<file path="config.mk">
export PLATFORM = sky130hd
export DESIGN_NAME = pll_cmd_queue
export DESIGN_NICKNAME = d
export VERILOG_FILES = /design/src/rtl/pll_cmd_queue.sv
export SDC_FILE = /design/constraint.sdc
export NUM_CORES = 1
export LEC_CHECK = 0
export ABC_AREA = 1
export CAP_MARGIN = 20
export CORE_MARGIN = 10
export CORE_UTILIZATION = 59
export DETAILED_ROUTE_END_ITERATION = 7
export PLACE_DENSITY = 0.8
export SLEW_MARGIN = 20
export SYNTH_ARGS = -nofsm -noshare
export SYNTH_HDL_FRONTEND = slang
export SYNTH_SLANG_ARGS = --single-unit
</file>
<file path="constraint.sdc">
create_clock -name clk -period 6.3 [get_ports clk]
set_input_delay 1.26 -clock clk [delete_from_list [all_inputs] [get_ports clk]]
set_output_delay 1.26 -clock clk [all_outputs]
set_load 0.005 [all_outputs]
</file>
<file path="src/rtl/pll_cmd_queue.sv">
module pll_cmd_queue #(
  parameter int AW      = 9,
  parameter int DW      = 32,
  parameter int DEPTH   = 8,
  parameter int NUM_OUT = 9,
  parameter logic [8:0] A_CP = 9'h020,
  parameter logic [8:0] A_LF = 9'h040,
  parameter logic [8:0] A_M  = 9'h090,
  parameter logic [8:0] A_N  = 9'h0A0,
  parameter logic [8:0] A_C0 = 9'h0C0
) (
  input  logic          clk,
  input  logic          rst_n,
  input  logic [AW-1:0] mm_addr,
  input  logic [DW-1:0] mm_wdata,
  input  logic          mm_write,
  output logic          mm_waitreq,
  output logic          apply_valid,
  output logic [AW-1:0] apply_addr,
  output logic [DW-1:0] apply_data,
  output logic [1:0]    apply_class,
  output logic          cfg_ovf
);
  localparam int PW = (DEPTH > 1) ? $clog2(DEPTH) : 1;
  localparam int CW = $clog2(DEPTH + 1);
  localparam logic [1:0] CLS_CNT = 2'd0;
  localparam logic [1:0] CLS_BW  = 2'd1;
  localparam logic [1:0] CLS_PH  = 2'd2;

  logic [AW-1:0] q_addr [DEPTH];
  logic [DW-1:0] q_data [DEPTH];
  logic [CW-1:0] count;
  logic [PW-1:0] rd_ptr;
  logic          busy;

  wire accept  = mm_write && !busy;
  wire trigger = accept && (mm_addr == '0);
  wire full    = (count == CW'(DEPTH));
  wire push    = accept && !trigger && !full;
  wire drop    = accept && !trigger && full;
  wire last    = (count == '0) || ((CW'(rd_ptr) + CW'(1)) >= count);

  always_ff @(posedge clk) begin
    if (push) begin
      q_addr[count[PW-1:0]] <= mm_addr;
      q_data[count[PW-1:0]] <= mm_wdata;
    end
  end

  always_ff @(posedge clk or negedge rst_n) begin
    if (!rst_n) begin
      count  <= '0;
      rd_ptr <= '0;
      busy   <= 1'b0;
      cfg_ovf <= 1'b0;
    end else begin
      if (trigger) begin
        busy    <= 1'b1;
        rd_ptr  <= '0;
        cfg_ovf <= 1'b0;
      end else if (busy) begin
        if (last) begin
          busy   <= 1'b0;
          count  <= '0;
          rd_ptr <= '0;
        end else begin
          rd_ptr <= rd_ptr + PW'(1);
        end
      end else begin
        if (push) count <= count + CW'(1);
        if (drop) cfg_ovf <= 1'b1;
      end
    end
  end

  assign mm_waitreq  = busy;
  assign apply_valid = busy && (count != '0);
  assign apply_addr  = q_addr[rd_ptr];
  assign apply_data  = q_data[rd_ptr];

  wire is_bw  = (apply_addr == A_CP) || (apply_addr == A_LF);
  wire is_out = (int'(apply_addr) >= int'(A_C0)) && (int'(apply_addr) < int'(A_C0) + NUM_OUT);
  wire is_cnt = (apply_addr == A_M) || (apply_addr == A_N) || is_out;
  assign apply_class = is_bw ? CLS_BW : (is_cnt ? CLS_CNT : CLS_PH);

  AST_WAIT_ON_TRIGGER: assert property (@(posedge clk) disable iff (!rst_n)
    trigger |=> mm_waitreq);
  AST_APPLY_IN_BUSY: assert property (@(posedge clk) disable iff (!rst_n)
    apply_valid |-> mm_waitreq);
  AST_DRAIN_END: assert property (@(posedge clk) disable iff (!rst_n)
    (apply_valid && last) |=> (!mm_waitreq && count == '0));
  AST_FULL_DROP: assert property (@(posedge clk) disable iff (!rst_n)
    drop |=> (cfg_ovf && full));
  AST_COUNT_BOUND: assert property (@(posedge clk) disable iff (!rst_n)
    count <= CW'(DEPTH));
  AST_STALL_NO_PUSH: assert property (@(posedge clk) disable iff (!rst_n)
    busy |=> count <= $past(count));
  AST_EMPTY_PULSE: assert property (@(posedge clk) disable iff (!rst_n)
    (busy && count == '0) |=> !mm_waitreq);
  AST_OVF_CLEAR: assert property (@(posedge clk) disable iff (!rst_n)
    trigger |=> !cfg_ovf);
  AST_CLASS_LEGAL: assert property (@(posedge clk) disable iff (!rst_n)
    apply_valid |-> apply_class != 2'd3);
endmodule

</file>
Yosys cells after proc, flatten, opt, wreduce, memory -nomap -nowiden. Memories as Yosys holds them, arrays and structs flattened. Index checks and enable logic that the tools add are counted.

$add $sub $neg: 3. Reduce and logical (&&, ||, !) cells: 22. Order comparisons: 3. Muxes and demuxes: 16. Bitwise logic cells: 1. Eq/ne operators: 7.

Operator list (count): == test 9 x 8 -> 1 bit, second input constant (2); two-way mux 4 bit (3); == test 9 x 6 -> 1 bit, second input constant (1); == test 9 x 7 -> 1 bit, second input constant (1); greater-or-equal comparator 9 x 8 -> 1 bit, second input constant (1); zero test 9 bit (1); < comparator 9 x 8 -> 1 bit, second input constant (1); two-way mux 3 bit (3); two-way mux 1 bit (8); logical AND 1 bit (7); nonzero test 2 bit (3); adder 3 x 1 -> 4 bit, second input constant (1); adder 4 x 1 -> 4 bit, second input constant (1); == test 4 bit, second input constant (1); greater-or-equal comparator 4 bit (1); zero test 4 bit (1); logical OR 1 bit (4); two-way mux 2 bit (2); nonzero test 4 bit (1); adder 3 x 1 -> 3 bit, second input constant (1); zero test 1 bit (3); AND reduction 3 bit (1); != test 2 x 1 -> 1 bit, second input constant (1); != test 2 bit, second input constant (1); other kinds (2) (2).

Input port bits: 44. Memories kept: 2. Word-level logic and storage cells: 58. Register bits: 9. Bits in writable memories: 328.

Memory list: q_data (depth 8, bits a word 32, read ports 1, clocked after Yosys merged registers in 0, write ports 1, RTL line 31) `logic [DW-1:0] q_data [DEPTH];`; q_addr (depth 8, bits a word 9, read ports 1, clocked after Yosys merged registers in 0, write ports 1, RTL line 30) `logic [AW-1:0] q_addr [DEPTH];`.

Longest topological paths before layout. Gate-level depths: netlist (run 1).

Depth in word-level cells: 9. Mapped depth: 13. Depth with buffers taken out: 12.

Least setup slack after synthesis (run 1). No wires, ideal clock.

Path kind: input-to-reg. From: input mm_addr[3]. To: memory q_addr[6][0], enable pin. Path slack: 1109 ps. Data arrival time: 4701 ps. Setup time: 490 ps. Stages: 8. Cells stage by stage: nor2_1 > nand2_1 > nor3_1 > nand3_1 > inv_1 > nor2_1 > nand2_1 > nor3_1.

Word-level cells in the longest chain between the ends: 7.

Ends and longest elaborated chain: start, declared (RTL line 14) `input logic [AW-1:0] mm_addr,`; zero test 9 bit (RTL line 37) `wire trigger = accept && (mm_addr == '0);`; logical AND 1 bit (RTL line 37); zero test 1 bit (RTL line 39) `wire push = accept && !trigger && !full;`; logical AND 1 bit (2 in a row) (RTL line 39); two-way mux 1 bit (RTL line 44) `if (push) begin`; two-way mux 1 bit (implied by the code) (RTL line 45) `q_addr[count[PW-1:0]] <= mm_addr;`; end, declared (RTL line 30).

Every way passes these cells.

Worst setup path after layout (run 1).
From: register rd_ptr[0]. To: output apply_data[20].

Word-level cells in the longest chain between the ends: 1.

Ends and longest elaborated chain: start, declared (RTL line 33) `logic [PW-1:0] rd_ptr;`; start signal, assigned (RTL line 67) `rd_ptr <= rd_ptr + PW'(1);`; memory read (8 x 32 bit); end, declared (RTL line 20) `output logic [DW-1:0] apply_data,`.

Every way passes these cells.

==> qor.yml, run 1 <==
critical_path:
  cp.arrival_ns: 3.93
  worst_path_max_delay_cell: "inv_4"
  path_max_fanout: 105
  crit_chain: "inv_4 -> buf_4 -> o21ai_0 -> o22ai_1 -> nor2_1 -> a31oi_1 -> clkdlybuf4s50_1"
  crit_path_end_kind: "output port"
  cp.buffers_inverters: 3
  cp.depth: 7
  start_kind: "flip-flop"
  critPathKind: "reg2out"
  crit_required_ns: 5.04
  cp_top_family: "buffers and inverters"
  slowest_delay_ns: 0.89
  worstRegToRegCells: 10
grt:
  grt_pass1_wl_um: 45400
  met3_usage: 0.0442
  grt_pass1_vias: 8470
  top_usage_layer: "met2"
  antenna_found_initial: 2
  grt_remaining_overflow: 0
  grt_max_degree: 106
  use_met1: 0.249
  gr-usage-met2: 0.325
  track_usage: 0.196
routing:
  drc_errors: 0
  viasPerCell: 5.86
  ant_nets: 0
  vias: 8755
  drtPass1Iterations: 5
  wl_per_cell_um: 19.8
  drt_iter0_drc: 978
  routed_wl_um: 29600
finish:
  stdcell_count: 1495
  synthToLayoutAreaGrowth_pct: 15.9
  final_util: 0.694
  nNetsFinal: 1236
  drive_gt1_frac: 0.0637
synthesis:
  yosysMostFrequentCell: "edfxtp_1"
  ys_top_cells_by_count: "edfxtp_1 (328), nor2_1 (258), nand2_1 (128)"
  yosys.area.top_type: "edfxtp_1"
  synth_area_leaders: "edfxtp_1 (73%), nor2_1 (7.1%), o21ai_0 (4.6%)"
  yosys_warnings: 0
  netlist_area_um2: 13600
  ys_seq_area_frac: 0.743
  syn_area_per_cell_um2: 12.2
  synthFlopType: "edfxtp_1"
  synth_cell_types: 25
  synth_edf_count: 328
  syn_nets: 1160
  synth_async_sr_flop_share: 0.0267
  yosysTopAreaCellShare: 0.726
  synth_seq_cells: 337
  synth_cells: 1109
placed_design:
  io_buffers: 89
  dp_cells: 1434
  gp_congestion: 0.827
  hpwl_um: 15900
power:
  p_leak_uw: 0.00548
  clock_power_share: 0.326
  seqPwrFrac: 0.485
  irDropWorstVdd_uv: 275
  p_per_area_nw_per_um2: 378
  internal_power_uw: 4330
  switchingPower_uw: 1610
  comb_power_share: 0.189
  p_sw_frac: 0.271
clocking:
  htreeDepth: 2
  clk_path_buf_depth: 3
  postCtsResizedCells: 0
  root_buffer: "clkbuf_16"
  cts_tree: "yes"
  cts.sinks: 337
  ctsHoldBuffers: 0
  clk_latency_ns: 0.51
  clkTransAtPathRegs_ns: 0.06
  postCtsSetupBuffers: 0
  cts_buffers: 34
sta:
  slew_violations: 0
  setup_viol_count_final: 0
  hold_violations: 0
  worst_slew_pin_slew_ns: 1.05
  maxSlewHeadroom: 0.302
  fmaxAchievable_mhz: 193
  fin_crit_sh: 0.823
  grt_setup_unrepaired: "false"
  setup_tns_ns: 0
  min_period_ns: 5.19
  skew_ns: 0.0149
min_path:
  hold_path.class: "reg2reg"
  holdPathStages: 2
die:
  dieHeight_um: 172
  design.core.area_um2: 22600
  io_pins: 90
  rows: 55
  start_util: 0.599
  die_w_um: 172
  dieArea_um2: 29400
flow_run:
  drv_cap: 0
status:
  run_status: "finished clean"
==> layout by cell type (no fill, tap or decap) <==
master           Yosys  routed
o21bai_1             1       1
nor3_2               0       2
a21oi_1              1       1
o211ai_1             1       1
inv_1               50      48
inv_6                0       1
inv_2                5       6
xor2_1               3       3
ha_1                 7       7
nand3_1             38      38
clkinvlp_4           0       1
inv_4                0       1
o22ai_1             32      32
clkbuf_16            0      35
o21ai_0            125     125
clkdlybuf4s50_1      0      89
dfrtp_2              0       1
nand3_2              1       1
clkinv_2             0       2
dfrtp_1              9       7
clkinv_1             0       6
dfrtp_4              0       1
nand4_1              5       5
nor3_1               4       2
a31oi_1             33      33
bufinv_16            0       3
edfxtp_1           328     328
nand2_1            128     128
nor2_2               2       2
nor2_4               0       6
o21ai_1             14      14
buf_4                7      15
nor2_1             258     252
clkbuf_1            31      12
diode_2              0       1
==> worst paths after layout <==
check | end | slack (ns) | from
setup / recovery | apply_data[20] | 1.11 | rd_ptr[0]
hold / removal | cfg_ovf | 0.52 | cfg_ovf
setup reg to reg | count[0] | 3.01 | rd_ptr[0]
hold reg to reg | cfg_ovf | 0.52 | cfg_ovf
max in group asynchronous | rd_ptr[0] | 4.94 | rst_n
min in group asynchronous | count[2] | 1.05 | rst_n
==> registers in the layout (all words and copies together), names as in the netlist <==
register / flops
rd_ptr: 3
mm_waitreq: 1
q_data: 256
q_addr: 72
count: 4
cfg_ovf: 1
==> metrics by stage <==
| stage | setup WS (ns) | hold WS [ns] | cell area, um2 | power, uW |
|---|---|---|---|---|
| after floorplan | 1.11 | 0.488 | 13600 | 3540 |
| after global placement | 1.83 | 0.490 | 14700 | 4000 |
| after detailed placement | 1.72 | 0.506 | 14700 | 4040 |
| after CTS | 1.17 | 0.519 | 15700 | 5960 |
| after global routing | 0.851 | 0.561 | 15700 | 6170 |
| final | 1.11 | 0.517 | 15700 | 5940 |
==> area by class of cell <==
class / instances / area (um2)
sequential: 337 / 10100
clock inverter: 13 / 139
tap: 285 / 357
timing repair buffer: 104 / 1000
antenna: 1 / 2.50
clock buffer: 47 / 921
multi-input combinational: 653 / 3000
fill: 1505 / 6930
inverter: 55 / 209
==> worst register-to-register path: cells and delay by family (launching register included) <==
| family | cells | cell delay, ns |
|---|---|---|
| AO/OA/AOI/OAI | 2 | 0.36 |
| adder cells (fa/ha/maj) | 1 | 0.31 |
| buffers and inverters | 1 | 0.61 |
| flip-flops | 1 | 0.96 |
| AND/OR/NAND/NOR | 6 | 0.97 |
==> cell families (layout without fill, tap and decap cells) <==
kind of cell             after synthesis  count (layout)  share of synthesized area
AND/OR/NAND/NOR                      436             436                      0.126
flip-flops                           337             337                      0.743
AO/OA/AOI/OAI                        207             207                     0.0828
buffers and inverters                119             219                     0.0396
adder cells (fa/ha/maj)                7               7                    0.00646
XOR/XNOR                               3               3                    0.00194
other                                  0               1                          0
==> routing by layer <==
metal  share of wire  up-vias
met5         0.00061        -
met4           0.023        2
met3           0.080       71
met2            0.50      331
met1            0.40     4284
li1                -     4067
==> power by group through the flow <==
stage               clock [uW]  combinational, uW  sequential, uW
floorplan                    0                644            2890
global placement             0               1090            2910
detailed placement           0               1120            2920
CTS                       1950               1130            2880
global route              2040               1230            2900
finish                    1940               1120            2880
Power figures use the tool's default switching activity.
==> inputs of run 2 (changes only) <==
- clock period: 6.3 -> 4.8 ns (I/O delays scaled with it)
==> run 2 against run 1 <==
Die area unchanged. Cell count is 0.40% higher. Global-route usage is 0.067 points higher. Non-clock buffer count up 11. Setup slack worse by 0.86 ns. Clock skew fell by 0.0060 ns. Critical endpoint is now apply_data[10]. Via count grew 0.71%. Utilization rose by 0.60 points.
==> qor.yml, run 2 (synthesized netlist as in run 1, its figures left out) <==
grt:
  grt_pass1_wl_um: 45600
  grt_pass1_vias: 8451
  grt_remaining_overflow: 0
  grt_max_degree: 120
  antenna_found_initial: 0
  track_usage: 0.197
sta:
  hold_violations: 0
  worst_slew_pin_slew_ns: 0.802
  fmaxAchievable_mhz: 220
  setup_tns_ns: 0
  maxSlewHeadroom: 0.465
  slew_violations: 0
  hold_slack_ns: 0.512
  min_period_ns: 4.55
  fin_crit_sh: 0.947
  grt_setup_unrepaired: "false"
  skew_ns: 0.00890
  setup_viol_count_final: 0
flow_run:
  drv_cap: 0
clocking:
  htreeDepth: 2
  cts_tree: "yes"
  root_buffer: "clkbuf_16"
  ctsHoldBuffers: 0
  clkTransAtPathRegs_ns: 0.06
  postCtsSetupBuffers: 0
  postCtsResizedCells: 0
  cts_buffers: 34
  clk_latency_ns: 0.51
  cts.sinks: 337
  clk_path_buf_depth: 3
critical_path:
  cp.arrival_ns: 3.59
  critPathKind: "reg2out"
  r2r-end: "count[0]"
  reg2reg_slack_ns: 1.79
  crit_path_end_kind: "output port"
  r2r_start: "rd_ptr[0]"
  worstRegToRegCells: 10
  start_kind: "flip-flop"
  crit_required_ns: 3.84
  path_max_fanout: 80
placed_design:
  gp_congestion: 0.777
  hpwl_um: 16300
  io_buffers: 89
power:
  switchingPower_uw: 2100
  p_per_area_nw_per_um2: 489
  finalPower_uw: 7760
  p_leak_uw: 0.00556
  clock_power_share: 0.318
  irDropWorstVdd_uv: 399
  p_sw_frac: 0.270
  internal_power_uw: 5660
  seqPwrFrac: 0.486
  comb_power_share: 0.196
die:
  start_util: 0.599
  die_w_um: 172
  dieArea_um2: 29400
  dieHeight_um: 172
  rows: 55
  io_pins: 90
  design.core.area_um2: 22600
routing:
  vias: 8817
  wl_per_cell_um: 19.5
  drc_errors: 0
  ant_nets: 0
  routed_wl_um: 29200
  viasPerCell: 5.87
  drtPass1Iterations: 6
  drt_iter0_drc: 980
finish:
  antenna_cells: 0
  nNetsFinal: 1247
  synthToLayoutAreaGrowth_pct: 16.9
  largest_reg_flops: 256
  mostFrequentLayoutCell: "edfxtp_1"
  final_cell_mix: "edfxtp_1 (328), nor2_1 (252), nand2_1 (128)"
  drive_gt1_frac: 0.0732
min_path:
  min-delay-start: "cfg_ovf"
  holdPathStages: 2
  hold_end: "cfg_ovf"
  hold_path.class: "reg2reg"
status:
  run_status: "finished clean"
==> run 2: critical path, stage by stage, from the launching register on <==
cell	delay, ns
dfrtp_4	0.70
inv_4	0.69
buf_4	0.49
buf_4	0.23
o21ai_0	0.12
a31oi_1	0.25
clkdlybuf4s50_1	0.55
==> run 2: worst max-delay path by stage <==
| stage | start | endpoint | slack (ns) | depth (start not counted) |
|---|---|---|---|---|
| floorplan | mm_addr[3] | q_addr[7][0] | 0.31 | 6 |
| global placement | rd_ptr[0] | apply_data[7] | 0.90 | 7 |
| detailed placement | rd_ptr[0] | apply_data[15] | 0.83 | 6 |
| CTS | rd_ptr[0] | apply_data[15] | 0.28 | 6 |
| global route | rd_ptr[0] | apply_data[15] | 0.08 | 6 |
| finish | rd_ptr[0] | apply_data[10] | 0.25 | 6 |
==> run 2: cell type report <==
cell class	count	area, um2
Tap cell	285	357
Inverter	55	209
Sequential cell	337	10100
Clock inverter	12	81.3
Multi-Input combinational cell	653	3010
Fill cell	1456	6790
Timing Repair Buffer	115	1160
Clock buffer	44	952
==> run 2: metal layers <==
metal / part of all wire / vias up / routed length [um] / GRT usage
li1: - / 4089 / - / -
met1: 0.40 / 4238 / 11800 / 0.260
met2: 0.48 / 443 / 14200 / 0.324
met3: 0.091 / 47 / 2650 / 0.0371
met4: 0.020 / 0 / 575 / 0.0643
met5: 0 / - / 0 / 0
==> run 2: through the flow <==
stage | instances | util | setup WS (ns) | cell area, um2
after floorplan | 1109 | - | 0.306 | 13600
final | 1501 | 0.700 | 0.254 | 15900
after global routing | 1501 | 0.700 | 0.0775 | 15900
after global placement | 1445 | 0.654 | 0.904 | 14800
after detailed placement | 1445 | 0.654 | 0.830 | 14800
after CTS | 1501 | 0.700 | 0.277 | 15900
==> run 2: power groups by stage <==
stage / Sequential (uW) / Clock (uW) / Combinational (uW)
final: 3770 / 2460 / 1520
after global routing: 3800 / 2620 / 1670
after CTS: 3770 / 2500 / 1530
after detailed placement: 3830 / 0 / 1520
after global placement: 3820 / 0 / 1480
after floorplan: 3800 / 0 / 847
